--- config.mk ---
export PLATFORM = sky130hd
export DESIGN_NAME = fetch_kill_unit
export DESIGN_NICKNAME = d
export VERILOG_FILES = /design/src/rtl/fetch_pkg.sv /design/src/rtl/fetch_pc.sv /design/src/rtl/fetch_slot_reg.sv /design/src/rtl/fetch_kill_unit.sv
export SDC_FILE = /design/constraint.sdc
export NUM_CORES = 1
export LEC_CHECK = 0
export ABC_AREA = 1
export BUFFER_PORTS_ARGS = -buffer_cell sky130_fd_sc_hd__buf_2
export CORE_MARGIN = 2
export CORE_UTILIZATION = 41
export DETAILED_ROUTE_END_ITERATION = 10
export HOLD_SLACK_MARGIN = 0.05
export PLACE_DENSITY = 0.82
export SLEW_MARGIN = 20
export SYNTH_ARGS = -nofsm -noshare
export SYNTH_HDL_FRONTEND = slang
export SYNTH_SLANG_ARGS = --single-unit
--- constraint.sdc ---
create_clock -name clk -period 1.2 [get_ports clk]
set_input_delay 0.18 -clock clk [delete_from_list [all_inputs] [get_ports clk]]
set_output_delay 0.18 -clock clk [all_outputs]
set_load 0.05 [all_outputs]
--- src/rtl/fetch_pkg.sv ---
package fetch_pkg;

    typedef enum logic [1:0] {
        SLOT_EMPTY  = 2'd0,
        SLOT_LIVE   = 2'd1,
        SLOT_KILLED = 2'd2
    } slot_state_t;

endpackage

--- src/rtl/fetch_pc.sv ---
module fetch_pc #(
    parameter int AW = 16
) (
    input  logic          clk,
    input  logic          rst,
    input  logic          load_target,
    input  logic [AW-1:0] target,
    output logic [AW-1:0] pc
);
    localparam logic [AW-1:0] STEP = {{(AW-1){1'b0}}, 1'b1};

    always_ff @(posedge clk) begin
        if (rst)
            pc <= '0;
        else if (load_target)
            pc <= target;
        else
            pc <= pc + STEP;
    end
endmodule

--- src/rtl/fetch_slot_reg.sv ---
module fetch_slot_reg #(
    parameter int            AW       = 16,
    parameter int            IW       = 16,
    parameter logic [IW-1:0] NOP_WORD = '0
) (
    input  logic          clk,
    input  logic          rst,
    input  logic          squash,
    input  logic [IW-1:0] fetch_word,
    input  logic [AW-1:0] fetch_addr,
    output logic [IW-1:0] slot_word,
    output logic [AW-1:0] slot_addr
);
    always_ff @(posedge clk) begin
        if (rst) begin
            slot_word <= NOP_WORD;
            slot_addr <= '0;
        end else begin
            slot_word <= squash ? NOP_WORD : fetch_word;
            slot_addr <= fetch_addr;
        end
    end
endmodule

--- src/rtl/fetch_kill_unit.sv ---
module fetch_kill_unit
    import fetch_pkg::*;
#(
    parameter int            AW       = 16,
    parameter int            IW       = 16,
    parameter logic [IW-1:0] NOP_WORD = '0
) (
    input  logic          clk,
    input  logic          rst,
    input  logic [IW-1:0] imem_rdata,
    input  logic          redir_valid,
    input  logic [AW-1:0] redir_target,
    output logic [AW-1:0] imem_addr,
    output logic [IW-1:0] ex_instr,
    output logic [AW-1:0] ex_pc,
    output logic          ex_valid
);
    localparam logic [AW-1:0] ONE = {{(AW-1){1'b0}}, 1'b1};

    slot_state_t state_q, state_d;
    logic        take_redirect;

    // state register
    always_ff @(posedge clk) begin
        if (rst)
            state_q <= SLOT_EMPTY;
        else
            state_q <= state_d;
    end

    // outputs and next state
    always_comb begin
        ex_valid      = 1'b0;
        take_redirect = 1'b0;
        state_d       = SLOT_LIVE;
        unique case (state_q)
            SLOT_LIVE: begin
                ex_valid      = 1'b1;
                take_redirect = redir_valid;
                state_d       = redir_valid ? SLOT_KILLED : SLOT_LIVE;
            end
            SLOT_EMPTY,
            SLOT_KILLED: begin
                ex_valid      = 1'b0;
                take_redirect = 1'b0;
                state_d       = SLOT_LIVE;
            end
            default: begin
                ex_valid      = 1'b0;
                take_redirect = 1'b0;
                state_d       = SLOT_EMPTY;
            end
        endcase
    end

    fetch_pc #(.AW(AW)) u_pc (
        .clk         (clk),
        .rst         (rst),
        .load_target (take_redirect),
        .target      (redir_target),
        .pc          (imem_addr)
    );

    fetch_slot_reg #(.AW(AW), .IW(IW), .NOP_WORD(NOP_WORD)) u_slot (
        .clk        (clk),
        .rst        (rst),
        .squash     (take_redirect),
        .fetch_word (imem_rdata),
        .fetch_addr (imem_addr),
        .slot_word  (ex_instr),
        .slot_addr  (ex_pc)
    );


    reset_state_chk: assert property (@(posedge clk)
        rst |=> (imem_addr == '0 && !ex_valid && ex_instr == NOP_WORD));


    seq_advance_chk: assert property (@(posedge clk) disable iff (rst)
        !(redir_valid && ex_valid) |=> imem_addr == $past(imem_addr) + ONE);


    slot_capture_chk: assert property (@(posedge clk) disable iff (rst)
        !(redir_valid && ex_valid) |=>
            (ex_valid && ex_pc == $past(imem_addr) && ex_instr == $past(imem_rdata)));


    redirect_pc_chk: assert property (@(posedge clk) disable iff (rst)
        (redir_valid && ex_valid) |=> imem_addr == $past(redir_target));


    squash_slot_chk: assert property (@(posedge clk) disable iff (rst)
        (redir_valid && ex_valid) |=> (!ex_valid && ex_instr == NOP_WORD));


    ignored_redirect_chk: assert property (@(posedge clk) disable iff (rst)
        (redir_valid && !ex_valid) |=> ex_valid);


    single_squash_chk: assert property (@(posedge clk) disable iff (rst)
        (ex_valid && redir_valid) |=> ##1 (ex_valid || $past(rst)));
endmodule

==> flow_summary_export.csv, run 1 <==
group,metric,value,unit
synthesis,avgSynthCellArea,7.60,sq um
global_routing,antenna_found_initial,0,
timing,timing.slew.headroom,0.812,
detailed_routing,vias,1743,
clock_tree,clock_latency,0.30,ns
floorplan,start_util,0.418,
setup_path,critical_path.cell_chain,"ha_4, nand2_4, nor2_4, nand2_2, o21ai_1, nand2_1, o21ai_1",
placed_design,dpl.hpwl,3.14,mm
detailed_routing,drc,0,
clock_tree,clock-sinks,50,
clock_tree,cts_hold_buf,0,
job,maxCapViolations,0,
clock_tree,htreeDepth,2,
floorplan,coreArea,4290,sq um
floorplan,rows,24,
timing,period_share,0.989,
synthesis,netlist_area,1790,sq um
detailed_routing,routed_wl,4.40,mm
setup_path,start_kind,"flip-flop",
floorplan,io_pins,84,
timing,hold_viol_final,0,
timing,setup-tns-final,0,ns
clock_tree,cts.clk_slew.worst_paths,0.09,ns
synthesis,syn_inst,236,
global_routing,grt-ovfl-total,0,
final_layout,final_cells,382,
detailed_routing,drtAntennaViolNets,0,
timing,worst_pin_slew,0.281,ns
timing,setup-violations-final,0,
min_path,min_path_type,"input port to flip-flop",
timing,whs,0.0680,ns
global_routing,grt_max_degree,18,
setup_path,cpMaxStageDelayCell,"dfxtp_4",
clock_tree,cts_inserted_buffers,5,
final_layout,area_growth,42.5,%
power_and_ir_drop,power,3.52,mW
global_routing,grt_pass1_vias,1641,
synthesis,ys_warn_count,0,
setup_path,cp_data_required_time,1.43,ns
final_layout,stdcell_area,2560,sq um
setup_path,cp_num_buf_inv,0,
setup_path,cp_common_cell,"o21ai_1",
setup_path,path_max_fanout,5,
placed_design,port_buffers,83,
clock_tree,cts_tree,"done",
synthesis,synth.ff_latch_count,50,
synthesis,syn_nets,272,
setup_path,critical_path_class,"flip-flop to flip-flop",
synthesis,seq_area_frac_synth,0.558,
timing,period_minus_slack,1.19,ns
placed_design,placed_area,2350,sq um
global_routing,grt_pass1_wl,6.90,mm
setup_path,cp-end-kind,"flip-flop",
global_routing,grt_usage,0.177,
setup_path,cp.arrival,1.42,ns
floorplan,dieHeight,70.2,microns
power_and_ir_drop,vdd_ir_drop_max,0.000607,V
timing,finalWorstSetupSlack,0.0127,ns
final_layout,final_util,0.596,
final_layout,nets,365,
power_and_ir_drop,p_leak,1.33,nW
power_and_ir_drop,power.density,1370,nW/um^2
final_layout,num_antenna_cells,0,
detailed_routing,dr.pass1.iters,4,
clock_tree,root_buffer,"clkbuf_8",
synthesis,ys_types,19,
setup_path,cpPeakStageDelay,0.39,ns
placed_design,place.gp.congestion,0.889,
placed_design,dp_cells,370,
final_layout,final_layout_size_suffix_gt1_frac,0.409,
detailed_routing,viasPerCell,4.56,
detailed_routing,wl_per_cell,11.5,microns
timing,slew_violations,0,
setup_path,path_delay_family,"flip-flops",
timing,fmax,0.842,GHz
timing,rsz0062_at_grt,"yes",
timing,clock-skew-final,0.00522,ns
floorplan,die_w,70.2,microns
placed_design,dp_slack,0.000228,ns
floorplan,die-area,4920,sq um
status,status,"finished, final reports clean",
detailed_routing,drt-initial-drc-count,139,
clock_tree,cts_buffer_depth,2,
[cells in the mapped netlist (all sizes together)]
master  number  area [sq um]
nand3       15          75.1
o21ai       16          80.1
nor3         1          5.00
nand2       49           186
nand4        2          12.5
nor2        53           214
dfxtp       50          1000
ha           1          12.5
xor2         1          8.76
buf          6          31.3
inv         40           150
a22o         1          8.76
xnor2        1          8.76
[final cells by class]
class / instances / area (sq um)
inverter: 40 / 153
sequential: 50 / 1050
clock inverter: 1 / 3.75
timing repair buffer: 92 / 505
tap: 52 / 65.1
fill: 386 / 1740
multi-input combinational: 140 / 684
clock buffer: 7 / 97.6
[final timing paths]
path	startpoint	to	slack [ns]	depth (start not counted)
worst max-delay path	u_pc.pc[1]	u_pc.pc[10]	0.01	7
worst min-delay path	redir_target[8]	u_pc.pc[8]	0.07	3
worst max register to register	u_pc.pc[1]	u_pc.pc[10]	0.01	7
worst min register to register	u_pc.pc[15]	u_slot.slot_addr[15]	0.48	2
[sequential cells by signal (all words and copies together) (netlist names)]
register and cells:
u_slot.slot_addr 16, u_pc.pc 16, state_q 2, u_slot.slot_word 16
[placed cells by master, fill, tap and decap left out, types with 2 or more instances in the layout]
| cell | count |
|---|---|
| nor2_2 | 5 |
| dfxtp_2 | 5 |
| buf_4 | 7 |
| nand4_1 | 2 |
| dfxtp_1 | 34 |
| nor2_1 | 44 |
| dfxtp_4 | 11 |
| clkbuf_8 | 5 |
| buf_6 | 2 |
| o21ai_1 | 6 |
| nand2_1 | 43 |
| nand2_4 | 2 |
| nor2_4 | 4 |
| inv_1 | 37 |
| buf_2 | 82 |
| nand2_2 | 4 |
| nand3_1 | 14 |
| inv_2 | 2 |
| o21ai_0 | 10 |
[metal layers]
| layer | track usage | share of wire |
|---|---|---|
| met2 | 0.312 | 0.53 |
| met4 | 0.0833 | 0.019 |
| met3 | 0.0476 | 0.059 |
| met1 | 0.196 | 0.40 |
| met5 | 0 | 0 |
[worst register-to-register path, cell delays in order, from the launching register on]
cell and delay, ns:
dfxtp_4 0.39, ha_4 0.16, nand2_4 0.06, nor2_4 0.11, nand2_2 0.07, o21ai_1 0.14
nand2_1 0.07, o21ai_1 0.12
[cells by family after synthesis]
kind of cell               Yosys count  synth area share
xor gates and xnor gates             2           0.00976
DFF                                 50             0.558
AOI/OAI and AO/OA                   17            0.0495
and+or+nand+nor                    120             0.275
adders and majority gates            1           0.00697
buffers and inverters               46             0.101
[power breakdown]
group | internal, mW | switching (mW)
Clock | 0.532 | 0.526
Combinational | 0.183 | 0.473
Sequential | 1.74 | 0.0597
Total | 2.46 | 1.06
[timing repair]
action,4_1_cts,5_1_grt
endpoints found under the setup margin,3,9
endpoints found under the hold margin,0,0
gates resized for setup,4,15
buffers inserted,0,4
pin swaps,0,8
Note: power is estimated with default switching activity, not from simulation.
==> run 2: changes to the inputs <==
CORE_MARGIN = 5   (was 2)
HOLD_SLACK_MARGIN = not set   (was 0.05)
==> flow_summary_export.csv, run 2 (synthesis results as in run 1) <==
group,metric,value,unit
power_and_ir_drop,power_frac_clock,0.317,
timing,rsz0062_at_grt,"yes",
global_routing,grt_usage,0.156,
timing,worst_pin_slew,0.296,ns
timing,setup-tns-final,0,ns
timing,finalWorstSetupSlack,0.0411,ns
setup_path,cp_data_required_time,1.02,ns
placed_design,dpl.hpwl,3.43,mm
final_layout,nets,364,
power_and_ir_drop,power.density,1420,nW/um^2
timing,fmax,0.863,GHz
final_layout,final_layout_size_suffix_gt1_frac,0.410,
timing,clock-skew-final,0.00652,ns
floorplan,die_w,76.2,microns
setup_path,timing.rr.start,"u_pc.pc[1]",
power_and_ir_drop,p_sw,1.06,mW
clock_tree,cts_inserted_buffers,5,
timing,timing.slew.headroom,0.801,
floorplan,die-area,5800,sq um
detailed_routing,drt-initial-drc-count,116,
power_and_ir_drop,combPwrFrac,0.184,
power_and_ir_drop,power_frac_seq,0.498,
setup_path,rr_worst_depth,6,
clock_tree,clock-sinks,50,
timing,period_minus_slack,1.16,ns
detailed_routing,viasPerCell,4.47,
floorplan,start_util,0.418,
power_and_ir_drop,p_leak,1.33,nW
global_routing,grt-ovfl-total,0,
clock_tree,clock_latency,0.30,ns
setup_path,critical_path_class,"flip-flop to output port",
setup_path,cp.arrival,0.98,ns
clock_tree,root_buffer,"clkbuf_8",
min_path,holdPathStages,3,
job,maxCapViolations,0,
floorplan,coreArea,4290,sq um
min_path,hold_path_startpoint,"redir_target[8]",
detailed_routing,routed_wl,4.49,mm
setup_path,cp-end-kind,"output port",
setup_path,crit-reg2reg-capture,"u_pc.pc[14]",
timing,setup-violations-final,0,
final_layout,final_common_cell,"buf_2",
detailed_routing,drtAntennaViolNets,0,
floorplan,dieHeight,76.2,microns
placed_design,dp_cells,369,
clock_tree,cts_tree,"done",
final_layout,final_cells,381,
floorplan,io_pins,84,
power_and_ir_drop,power,3.61,mW
final_layout,most-common-layout-cells,"buf_2, nor2_1, nand2_1",
setup_path,start_kind,"flip-flop",
power_and_ir_drop,p_int,2.55,mW
timing,whs,0.0728,ns
power_and_ir_drop,vdd_ir_drop_max,0.000541,V
final_layout,area_growth,42.3,%
detailed_routing,dr.pass1.iters,4,
placed_design,port_buffers,83,
global_routing,grt_pass1_vias,1635,
global_routing,antenna_found_initial,0,
global_routing,grt_max_degree,21,
min_path,min_path_type,"input port to flip-flop",
final_layout,top_regs,"u_pc.pc (16), u_slot.slot_addr (16), u_slot.slot_word (16)",
final_layout,stdcell_area,2550,sq um
timing,period_share,0.966,
detailed_routing,vias,1702,
timing,hold_viol_final,0,
setup_path,r2r_slack,0.05,ns
min_path,hold_end,"u_pc.pc[8]",
power_and_ir_drop,sw_frac_of_total,0.293,
final_layout,num_antenna_cells,0,
clock_tree,cts.clk_slew.worst_paths,0.09,ns
detailed_routing,wl_per_cell,11.8,microns
placed_design,placed_area,2340,sq um
timing,slew_violations,0,
final_layout,final_util,0.594,
clock_tree,cts_buffer_depth,2,
floorplan,rows,24,
placed_design,place.gp.congestion,0.845,
setup_path,path_max_fanout,4,
global_routing,grt_pass1_wl,7.48,mm
status,status,"finished, final reports clean",
placed_design,dp_slack,0.0368,ns
detailed_routing,drc,0,
clock_tree,htreeDepth,2,
## run 2: critical path: stages, from the launching register on
cell     delay (ns)
dfxtp_4        0.37
buf_4          0.13
buf_4          0.18
## run 2: layout make-up
| cell class | instances | area (sq um) |
|---|---|---|
| well taps | 52 | 65.1 |
| fillers | 380 | 1740 |
| clock inverters | 2 | 36.3 |
| flip-flops and latches | 50 | 1050 |
| clock buffers | 6 | 72.6 |
| multi-input cells | 140 | 673 |
| repair buffers | 91 | 500 |
| inverters | 40 | 155 |
## run 2: how the worst max path moves through the flow
| stage | start | to | slack (ns) | cells past startpoint |
|---|---|---|---|---|
| finish | u_pc.pc[0] | imem_addr[0] | 0.04 | 2 |
| global route | u_pc.pc[1] | u_pc.pc[14] | -0.06 | 6 |
| CTS | u_pc.pc[0] | u_pc.pc[14] | 0.01 | 6 |
| detailed placement | u_pc.pc[0] | u_pc.pc[14] | 0.04 | 6 |
| global placement | u_pc.pc[0] | u_pc.pc[10] | 0.07 | 7 |
| floorplan | state_q[0] | u_pc.pc[1] | -0.07 | 7 |
## run 2: power groups by stage
stage / Clock, mW / Sequential (mW) / Combinational (mW)
floorplan: 0 / 2.13 / 0.153
global placement: 0 / 1.83 / 0.618
detailed placement: 0 / 1.84 / 0.625
CTS: 1.17 / 1.80 / 0.629
global route: 1.25 / 1.82 / 0.715
finish: 1.15 / 1.80 / 0.665
## run 2: what timing repair did
action | in CTS | in global routing
resized for setup | 1 | 21
buffers inserted | 0 | 4
hold buffers | 0 | 0
pin swaps | 0 | 3
endpoints found under the setup margin | 1 | 14
## run 2: routing by layer
layer | global-route usage | up-vias | share of wire
li1 | - | 892 | -
met1 | 0.177 | 743 | 0.39
met2 | 0.271 | 58 | 0.51
met3 | 0.0485 | 9 | 0.068
met4 | 0.0594 | 0 | 0.025
met5 | 0 | - | 0
